===== src/rtl/seq_pkg.sv =====
package seq_pkg;
    localparam int DW      = 16;
    localparam int NREG    = 8;
    localparam int REG_AW  = $clog2(NREG);
    localparam int NOPND   = 3;

    localparam logic [DW-1:0] OP_LAST  = 16'd21;
    localparam logic [DW-1:0] REG_LAST = 16'h8007;

    typedef enum logic [4:0] {
        OP_HALT = 5'd0,  OP_SET  = 5'd1,  OP_PUSH = 5'd2,  OP_POP  = 5'd3,
        OP_EQ   = 5'd4,  OP_GT   = 5'd5,  OP_JMP  = 5'd6,  OP_JT   = 5'd7,
        OP_JF   = 5'd8,  OP_ADD  = 5'd9,  OP_MULT = 5'd10, OP_MOD  = 5'd11,
        OP_AND  = 5'd12, OP_OR   = 5'd13, OP_NOT  = 5'd14, OP_RMEM = 5'd15,
        OP_WMEM = 5'd16, OP_CALL = 5'd17, OP_RET  = 5'd18, OP_OUT  = 5'd19,
        OP_IN   = 5'd20, OP_NOOP = 5'd21
    } op_e;

    typedef enum logic [3:0] {
        S_FETCH, S_OPC, S_AREQ, S_ACAP, S_EXEC,
        S_RMEM, S_OUT, S_IN, S_HALT, S_ERR
    } state_e;

    typedef struct packed {
        op_e           op;
        logic [DW-1:0] b;
        logic [DW-1:0] c;
    } alu_req_t;

    typedef struct packed {
        logic [DW-1:0] y;
        logic          fault;
    } alu_rsp_t;

    function automatic logic [1:0] arg_count(input op_e op);
        case (op)
            OP_HALT, OP_RET, OP_NOOP:                          return 2'd0;
            OP_PUSH, OP_POP, OP_JMP, OP_CALL, OP_OUT, OP_IN:   return 2'd1;
            OP_SET, OP_JT, OP_JF, OP_NOT, OP_RMEM, OP_WMEM:    return 2'd2;
            default:                                           return 2'd3;
        endcase
    endfunction

    function automatic logic writes_dest(input op_e op);
        case (op)
            OP_SET, OP_POP, OP_EQ, OP_GT, OP_ADD, OP_MULT, OP_MOD,
            OP_AND, OP_OR, OP_NOT, OP_RMEM, OP_IN: return 1'b1;
            default:                               return 1'b0;
        endcase
    endfunction

    function automatic logic is_reg(input logic [DW-1:0] w);
        return w[DW-1] && (w[DW-2:REG_AW] == '0);
    endfunction
endpackage


===== src/rtl/seq_alu.sv =====
module seq_alu
    import seq_pkg::*;
(
    input  alu_req_t req,
    output alu_rsp_t rsp
);
    logic [DW-1:0]   sum;
    logic [2*DW-1:0] prod;

    always_comb begin
        sum  = req.b + req.c;
        prod = (2*DW)'(req.b) * (2*DW)'(req.c);
        rsp  = '0;
        case (req.op)
            OP_EQ:   rsp.y = {{(DW-1){1'b0}}, req.b == req.c};
            OP_GT:   rsp.y = {{(DW-1){1'b0}}, req.b > req.c};
            OP_ADD:  rsp.y = {1'b0, sum[DW-2:0]};
            OP_MULT: rsp.y = {1'b0, prod[DW-2:0]};
            OP_MOD: begin
                if (req.c == '0) rsp.fault = 1'b1;
                else             rsp.y     = req.b % req.c;
            end
            OP_AND:  rsp.y = req.b & req.c;
            OP_OR:   rsp.y = req.b | req.c;
            OP_NOT:  rsp.y = {1'b0, ~req.b[DW-2:0]};
            default: rsp.y = '0;
        endcase
    end
endmodule


===== src/rtl/seq_regs.sv =====
module seq_regs
    import seq_pkg::*;
#(
    parameter int N   = NREG,
    parameter int W   = DW,
    parameter int NRD = NOPND,
    localparam int AW = $clog2(N)
) (
    input  logic          clk,
    input  logic          rst,
    input  logic          we,
    input  logic [AW-1:0] waddr,
    input  logic [W-1:0]  wdata,
    input  logic [AW-1:0] raddr [NRD],
    output logic [W-1:0]  rdata [NRD]
);
    logic [W-1:0] regs [N];

    always_ff @(posedge clk) begin
        if (rst) begin
            for (int i = 0; i < N; i++) regs[i] <= '0;
        end else if (we) begin
            regs[waddr] <= wdata;
        end
    end

    for (genvar g = 0; g < NRD; g++) begin : g_rd
        assign rdata[g] = regs[raddr[g]];
    end
endmodule


===== src/rtl/seq_stack.sv =====
module seq_stack #(
    parameter int DEPTH = 64,
    parameter int W     = 16,
    localparam int AW   = $clog2(DEPTH),
    localparam int CW   = $clog2(DEPTH + 1)
) (
    input  logic         clk,
    input  logic         rst,
    input  logic         push,
    input  logic         pop,
    input  logic [W-1:0] push_data,
    output logic [W-1:0] top,
    output logic         empty,
    output logic         full
);
    localparam logic [CW-1:0] ONE = CW'(1);

    logic [W-1:0]  slots [DEPTH];
    logic [CW-1:0] cnt_q;
    logic [AW-1:0] top_idx;

    assign top_idx = AW'(cnt_q - ONE);
    assign top     = slots[top_idx];
    assign empty   = (cnt_q == '0);
    assign full    = (cnt_q == CW'(DEPTH));

    always_ff @(posedge clk) begin
        if (rst) begin
            cnt_q <= '0;
        end else if (push && !full) begin
            slots[cnt_q[AW-1:0]] <= push_data;
            cnt_q <= cnt_q + ONE;
        end else if (pop && !empty) begin
            cnt_q <= cnt_q - ONE;
        end
    end
endmodule


===== src/rtl/seq_core.sv =====
module seq_core
    import seq_pkg::*;
#(
    parameter int STACK_DEPTH = 64
) (
    input  logic          clk,
    input  logic          rst,
    output logic [DW-1:0] mem_addr,
    output logic          mem_rd,
    output logic          mem_we,
    output logic [DW-1:0] mem_wdata,
    input  logic [DW-1:0] mem_rdata,
    output logic          out_valid,
    output logic [7:0]    out_data,
    input  logic          out_ready,
    input  logic          in_valid,
    input  logic [7:0]    in_data,
    output logic          in_ready,
    output logic [DW-1:0] pc,
    output logic          halted,
    output logic          error
);
    state_e        state_q;
    logic [DW-1:0] pc_q;
    op_e           opc_q;
    logic [1:0]    aidx_q;
    logic [1:0]    nargs_q;
    logic [DW-1:0] raw_q [NOPND];

    logic [REG_AW-1:0] rd_addr [NOPND];
    logic [DW-1:0]     rd_data [NOPND];
    logic [DW-1:0]     val     [NOPND];

    logic          rf_we_c, rf_we;
    logic [DW-1:0] rf_wd;
    logic          st_push, st_pop, st_empty, st_full;
    logic [DW-1:0] st_pd, st_top;
    logic          fault, do_halt, jump;
    logic [DW-1:0] jtarget;
    alu_req_t      alu_req;
    alu_rsp_t      alu_rsp;
    op_e           fetched_op;

    for (genvar g = 0; g < NOPND; g++) begin : g_opnd
        assign rd_addr[g] = raw_q[g][REG_AW-1:0];
        assign val[g]     = raw_q[g][DW-1] ? rd_data[g] : raw_q[g];

        always_ff @(posedge clk) begin
            if (rst)                                          raw_q[g] <= '0;
            else if (state_q == S_ACAP && aidx_q == 2'(g))    raw_q[g] <= mem_rdata;
        end
    end

    seq_regs u_regs (
        .clk   (clk),
        .rst   (rst),
        .we    (rf_we),
        .waddr (raw_q[0][REG_AW-1:0]),
        .wdata (rf_wd),
        .raddr (rd_addr),
        .rdata (rd_data)
    );

    seq_stack #(.DEPTH(STACK_DEPTH), .W(DW)) u_stack (
        .clk       (clk),
        .rst       (rst),
        .push      (st_push),
        .pop       (st_pop),
        .push_data (st_pd),
        .top       (st_top),
        .empty     (st_empty),
        .full      (st_full)
    );

    assign alu_req.op = opc_q;
    assign alu_req.b  = val[1];
    assign alu_req.c  = val[2];

    seq_alu u_alu (
        .req (alu_req),
        .rsp (alu_rsp)
    );

    assign fetched_op = op_e'(mem_rdata[4:0]);
    assign rf_we      = rf_we_c && !fault;
    assign out_data   = val[0][7:0];
    assign pc         = pc_q;
    assign halted     = (state_q == S_HALT);
    assign error      = (state_q == S_ERR);

    always_comb begin
        mem_addr  = pc_q;
        mem_rd    = 1'b0;
        mem_we    = 1'b0;
        mem_wdata = val[1];
        out_valid = 1'b0;
        in_ready  = 1'b0;
        rf_we_c   = 1'b0;
        rf_wd     = alu_rsp.y;
        st_push   = 1'b0;
        st_pop    = 1'b0;
        st_pd     = val[0];
        fault     = 1'b0;
        do_halt   = 1'b0;
        jump      = 1'b0;
        jtarget   = val[0];
        case (state_q)
            S_FETCH, S_AREQ: mem_rd = 1'b1;
            S_EXEC: begin
                if (writes_dest(opc_q) && !is_reg(raw_q[0])) begin
                    fault = 1'b1;
                end else begin
                    case (opc_q)
                        OP_HALT: do_halt = 1'b1;
                        OP_SET: begin rf_we_c = 1'b1; rf_wd = val[1]; end
                        OP_PUSH: begin
                            if (st_full) fault = 1'b1;
                            else         st_push = 1'b1;
                        end
                        OP_POP: begin
                            if (st_empty) fault = 1'b1;
                            else begin
                                rf_we_c = 1'b1;
                                rf_wd   = st_top;
                                st_pop  = 1'b1;
                            end
                        end
                        OP_EQ, OP_GT, OP_ADD, OP_MULT, OP_MOD,
                        OP_AND, OP_OR, OP_NOT: begin
                            rf_we_c = 1'b1;
                            fault   = alu_rsp.fault;
                        end
                        OP_JMP: jump = 1'b1;
                        OP_JT: begin jump = (val[0] != '0); jtarget = val[1]; end
                        OP_JF: begin jump = (val[0] == '0); jtarget = val[1]; end
                        OP_RMEM: begin mem_rd = 1'b1; mem_addr = val[1]; end
                        OP_WMEM: begin mem_we = 1'b1; mem_addr = val[0]; end
                        OP_CALL: begin
                            if (st_full) fault = 1'b1;
                            else begin
                                st_push = 1'b1;
                                st_pd   = pc_q;
                                jump    = 1'b1;
                            end
                        end
                        OP_RET: begin
                            if (st_empty) do_halt = 1'b1;
                            else begin
                                st_pop  = 1'b1;
                                jump    = 1'b1;
                                jtarget = st_top;
                            end
                        end
                        default: ;
                    endcase
                end
            end
            S_RMEM: begin rf_we_c = 1'b1; rf_wd = mem_rdata; end
            S_OUT:  out_valid = 1'b1;
            S_IN: begin
                in_ready = 1'b1;
                if (in_valid) begin
                    rf_we_c = 1'b1;
                    rf_wd   = {8'd0, in_data};
                end
            end
            default: ;
        endcase
    end

    always_ff @(posedge clk) begin
        if (rst) begin
            state_q <= S_FETCH;
            pc_q    <= '0;
            opc_q   <= OP_NOOP;
            aidx_q  <= '0;
            nargs_q <= '0;
        end else begin
            case (state_q)
                S_FETCH: begin
                    pc_q    <= pc_q + 16'd1;
                    state_q <= S_OPC;
                end
                S_OPC: begin
                    if (mem_rdata > OP_LAST) begin
                        state_q <= S_ERR;
                    end else begin
                        opc_q   <= fetched_op;
                        nargs_q <= arg_count(fetched_op);
                        aidx_q  <= '0;
                        state_q <= (arg_count(fetched_op) == 2'd0) ? S_EXEC : S_AREQ;
                    end
                end
                S_AREQ: begin
                    pc_q    <= pc_q + 16'd1;
                    state_q <= S_ACAP;
                end
                S_ACAP: begin
                    if (mem_rdata > REG_LAST)           state_q <= S_ERR;
                    else if (aidx_q == nargs_q - 2'd1)  state_q <= S_EXEC;
                    else begin
                        aidx_q  <= aidx_q + 2'd1;
                        state_q <= S_AREQ;
                    end
                end
                S_EXEC: begin
                    if (fault)        state_q <= S_ERR;
                    else if (do_halt) state_q <= S_HALT;
                    else begin
                        if (jump) pc_q <= jtarget;
                        case (opc_q)
                            OP_RMEM: state_q <= S_RMEM;
                            OP_OUT:  state_q <= S_OUT;
                            OP_IN:   state_q <= S_IN;
                            default: state_q <= S_FETCH;
                        endcase
                    end
                end
                S_RMEM: state_q <= S_FETCH;
                S_OUT:  if (out_ready) state_q <= S_FETCH;
                S_IN:   if (in_valid)  state_q <= S_FETCH;
                default: ;
            endcase
        end
    end
endmodule


===== config.mk =====
export PLATFORM = sky130hd
export DESIGN_NAME = seq_core
export DESIGN_NICKNAME = d
export VERILOG_FILES = /design/src/rtl/seq_pkg.sv /design/src/rtl/seq_alu.sv /design/src/rtl/seq_regs.sv /design/src/rtl/seq_stack.sv /design/src/rtl/seq_core.sv
export SDC_FILE = /design/constraint.sdc
export NUM_CORES = 2
export LEC_CHECK = 0
export ABC_AREA = 1
export CAP_MARGIN = 25
export CORE_MARGIN = 3
export CORE_UTILIZATION = 45
export DETAILED_ROUTE_END_ITERATION = 6
export DONT_BUFFER_PORTS = 1
export PLACE_DENSITY = 0.58
export SLEW_MARGIN = 15
export SYNTH_ARGS = -nofsm -noshare
export SYNTH_HDL_FRONTEND = slang
export SYNTH_SLANG_ARGS = --single-unit

===== constraint.sdc =====
create_clock -name clk -period 34 [get_ports clk]
set_input_delay 5.1 -clock clk [delete_from_list [all_inputs] [get_ports clk]]
set_output_delay 5.1 -clock clk [all_outputs]
set_load 0.05 [all_outputs]

==> results.cfg <==
[cells_and_area]
layout.filler_cells = 13110
drive_gt1_frac = 0.1139
finalNetCount = 7001
regArea_um2 = 36780
area_growth_from_synthesis_to_layout_pct = 12.35
multiInputGateArea_um2 = 26140
layout.core_utilization = 0.5100

[global_routing]
overflow = 0
first_global_vias = 49080
grt_max_degree = 193
global_route_wire_length_before_repair_um = 335100
globalRouteTotalUtil = 0.2974
initial_antenna_violation_count = 0

[timing]
setup_violations = 0
max-slew-margin-rel = 0.2511
drv_slew = 0
finalSetupTns_ns = 0
post-route-min-period_ns = 31.07
worst-slew-pin-transition_ns = 1.109
max_freq_ghz = 0.03218
worst_slack_ns = 2.927
post-route-period-util = 0.9139
timing_hold_violations_final = 0
clock-skew-final_ns = 0.05005
hold-worst-slack_ns = 0.4619

[synthesis]
yosysUniqueCellTypes = 71
post_synth_instance_area_um2 = 66230
synth_top_area_share = 0.5441
synth_sequential_area_ratio = 0.5552
yosys_warnings = 0
syn-instance-count = 6627
postSynthAreaPerCell_um2 = 9.994
synth_area_leader_cell = sky130_fd_sc_hd__edfxtp_1
ys_dominant_reg_cell = sky130_fd_sc_hd__edfxtp_1
ys_ff_latch = 1237
synth.top_cells.by_area = sky130_fd_sc_hd__edfxtp_1, sky130_fd_sc_hd__nand2_1, sky130_fd_sc_hd__a21oi_1
number_of_enable_flip_flop_cells_after_synthesis = 1200
synth.net_count = 6959
async_reset_ff_frac = 0

[cts]
cts.path.max_buffers = 3
cts_root_buf = sky130_fd_sc_hd__clkbuf_16
clkLatencyLatePin_ns = 0.79
htree_levels = 4
tritoncts = built
clk_pin_slew_ns = 0.05
cts_inserted_buffers = 131
clkSinkCount = 1237

[power]
power_density_nw_per_um2 = 56.63
irDropWorstVdd_uv = 84.20
static-leakage-power_nw = 28.39
total_power_w = 0.004214

[critical_path]
r2r_cells = 243
crit_required_ns = 34.51
crit_end_element = flop
worst_r2r_endpoint = u_regs.regs[6][2]$_SDFFCE_PN0P_
max_stage_delay_ns = 0.52
cp_max_fo = 27
timing.critical_path.slowest_stage_cell = sky130_fd_sc_hd__edfxtp_1
regToRegSetupSlack_ns = 2.93
worstReg2RegStart = raw_q[2][0]$_SDFFCE_PN0P_
worst_path_most_repeated_cell = sky130_fd_sc_hd__nand2_1
path_class = flop to flop
critPathArrivalTime_ns = 31.59
cp-start-kind = flop
startpoint = raw_q[2][0]$_SDFFCE_PN0P_

[placed_design]
place_ws_ns = 0.2295
routabilityCongestion = 1.011
dp_hpwl_um = 148900
io_buffer_count = 0

[hold_path]
timing.hold.worst_path_depth = 2
hold_path.startpoint = nargs_q[0]$_SDFFE_PP0P_
min-delay-path-class = flop to flop
hold_path_end = nargs_q[0]$_SDFFE_PP0P_

[routing]
remaining_drc_errors = 1
route.detailed.vias_per_inst = 6.084
route.final.wire_length_um = 232600
detailroute.via_count = 52870
drt_pre_antenna_iters = 7
initialDrtViolationCount = 5917
wl_per_cell_um = 26.77
detail-route-antenna-nets = 0

[floorplanning]
core-area_um2 = 145900
num_io_pins = 90
rows = 140
die-area_um2 = 151800
die_height_um = 389.6
floorplan.die.width_um = 389.6
initial_utilization = 0.4539

[outcome]
failing_checks = DRC
status = complete, but fails checks

[flow_run]
drv.max_cap_violation_count = 0
[critical path, delay by kind of cell, from the launching register on]
kind                       cells  cell delay [ns]
AOI/OAI and AO/OA             76            11.24
adders and majority gates     15             4.63
buffers and inverters         26             2.97
DFF                            1             0.52
muxes                          1             0.25
and+or+nand+nor              125            11.11
[layout make-up]
class / instances / area share
repair inverters: 2 / 0.0002354
multi-input cells: 4406 / 0.3512
well taps: 1917 / 0.03223
inverters: 621 / 0.03269
repair buffers: 270 / 0.03344
diodes: 1 / 0.00003363
clock inverters: 68 / 0.009366
clock buffers: 168 / 0.04649
flip-flops and latches: 1237 / 0.4943
[per-stage QoR]
| step | instance area (um2) | std cells |
|---|---|---|
| after global placement | 68880 | 8376 |
| after detailed placement | 69380 | 8406 |
| after global routing | 74410 | 8689 |
| final | 74410 | 8690 |
| after floorplan | 66230 | 6627 |
| after CTS | 73540 | 8642 |
[sequential cells by signal, summed over array words and instances (netlist names), named ones only]
name,count
u_stack.slots,1024
pc,16
raw_q,48
aidx_q,2
u_stack.cnt_q,7
opc_q,5
u_regs.regs,128
nargs_q,2
state_q,4
[layout by cell type (no fill, tap or decap), types with 20 or more instances in the layout]
cell type,netlist,final
sky130_fd_sc_hd__a221oi_1,252,250
sky130_fd_sc_hd__clkbuf_1,231,35
sky130_fd_sc_hd__edfxtp_1,1200,1200
sky130_fd_sc_hd__clkinv_2,0,24
sky130_fd_sc_hd__clkinv_1,29,49
sky130_fd_sc_hd__nand2_2,39,43
sky130_fd_sc_hd__ha_1,234,233
sky130_fd_sc_hd__a21oi_1,716,704
sky130_fd_sc_hd__nor3_1,153,143
sky130_fd_sc_hd__nor2_1,457,417
sky130_fd_sc_hd__inv_1,566,560
sky130_fd_sc_hd__nand2_1,1373,1364
sky130_fd_sc_hd__nand3_1,231,231
sky130_fd_sc_hd__nor2_2,18,48
sky130_fd_sc_hd__o21ai_0,214,187
sky130_fd_sc_hd__fa_1,70,70
sky130_fd_sc_hd__dfxtp_1,37,36
sky130_fd_sc_hd__o21ai_2,25,33
sky130_fd_sc_hd__o311ai_0,46,43
sky130_fd_sc_hd__nand4_1,32,32
sky130_fd_sc_hd__xor2_1,66,65
sky130_fd_sc_hd__or2_2,32,32
sky130_fd_sc_hd__o22ai_1,60,60
sky130_fd_sc_hd__o21ai_1,31,34
sky130_fd_sc_hd__o211ai_1,20,20
sky130_fd_sc_hd__clkbuf_16,0,134
sky130_fd_sc_hd__nand3_2,24,24
sky130_fd_sc_hd__inv_2,23,20
sky130_fd_sc_hd__o221ai_1,55,48
sky130_fd_sc_hd__buf_4,46,216
sky130_fd_sc_hd__xnor2_1,49,48
[kinds of logic after synthesis]
| logic type | after synthesis | share of synthesized area |
|---|---|---|
| buffers and inverters | 984 | 0.06096 |
| and+or+nand+nor | 2426 | 0.1555 |
| adders and majority gates | 304 | 0.06536 |
| AOI/OAI and AO/OA | 1560 | 0.1476 |
| DFF | 1237 | 0.5552 |
| muxes | 1 | 0.0001511 |
| xor gates and xnor gates | 115 | 0.01521 |
[timing repair]
action / 4_1_cts / 5_1_grt
hold buffers: 0 / 0
endpoints found under the setup margin: 0 / 128
buffers inserted: 0 / 32
gates resized for setup: 0 / 111
[Yosys cell counts, types with 15 or more instances]
| cell | number |
|---|---|
| sky130_fd_sc_hd__nand2_1 | 1373 |
| sky130_fd_sc_hd__edfxtp_1 | 1200 |
| sky130_fd_sc_hd__a21oi_1 | 716 |
| sky130_fd_sc_hd__inv_1 | 566 |
| sky130_fd_sc_hd__nor2_1 | 457 |
| sky130_fd_sc_hd__a221oi_1 | 252 |
| sky130_fd_sc_hd__ha_1 | 234 |
| sky130_fd_sc_hd__clkbuf_1 | 231 |
| sky130_fd_sc_hd__nand3_1 | 231 |
| sky130_fd_sc_hd__o21ai_0 | 214 |
| sky130_fd_sc_hd__nor3_1 | 153 |
| sky130_fd_sc_hd__fa_1 | 70 |
| sky130_fd_sc_hd__xor2_1 | 66 |
| sky130_fd_sc_hd__o22ai_1 | 60 |
| sky130_fd_sc_hd__o221ai_1 | 55 |
| sky130_fd_sc_hd__buf_1 | 49 |
| sky130_fd_sc_hd__xnor2_1 | 49 |
| sky130_fd_sc_hd__buf_4 | 46 |
| sky130_fd_sc_hd__o311ai_0 | 46 |
| sky130_fd_sc_hd__nand2_2 | 39 |
| sky130_fd_sc_hd__dfxtp_1 | 37 |
| sky130_fd_sc_hd__nand4_1 | 32 |
| sky130_fd_sc_hd__or2_2 | 32 |
| sky130_fd_sc_hd__o21ai_1 | 31 |
| sky130_fd_sc_hd__clkinv_1 | 29 |
| sky130_fd_sc_hd__o21ai_2 | 25 |
| sky130_fd_sc_hd__nand3_2 | 24 |
| sky130_fd_sc_hd__inv_2 | 23 |
| sky130_fd_sc_hd__o21bai_1 | 22 |
| sky130_fd_sc_hd__o211ai_1 | 20 |
| sky130_fd_sc_hd__buf_2 | 19 |
| sky130_fd_sc_hd__nor4_1 | 19 |
| sky130_fd_sc_hd__nor2_2 | 18 |
| sky130_fd_sc_hd__a211oi_1 | 17 |
| sky130_fd_sc_hd__a21o_1 | 17 |
| sky130_fd_sc_hd__or3_1 | 15 |
[how the worst max path moves through the flow]
stage / end / cells after the start
after floorplan: u_regs.regs[0][1]$_SDFFCE_PN0P_ / 252
after global placement: u_regs.regs[7][1]$_SDFFCE_PN0P_ / 243
after detailed placement: u_regs.regs[0][1]$_SDFFCE_PN0P_ / 240
after CTS: u_regs.regs[0][1]$_SDFFCE_PN0P_ / 239
after global routing: u_regs.regs[6][1]$_SDFFCE_PN0P_ / 243
final: u_regs.regs[6][2]$_SDFFCE_PN0P_ / 243
[power breakdown]
| part | switching, W | total [W] | internal [W] |
|---|---|---|---|
| Clock | 0.000621 | 0.00139 | 0.000769 |
| Combinational | 0.000713 | 0.00111 | 0.000398 |
| Sequential | 0.0000266 | 0.00171 | 0.00169 |
| Total | 0.00136 | 0.00421 | 0.00285 |
[layer usage]
metal	up-vias	track usage	part of all wire
met2	2703	0.4627	0.45
li1	23690	-	-
met5	-	0	0
met4	0	0.1473	0.057
met3	555	0.05985	0.092
met1	25920	0.3980	0.40
Note: power is estimated with default switching activity, not from simulation.
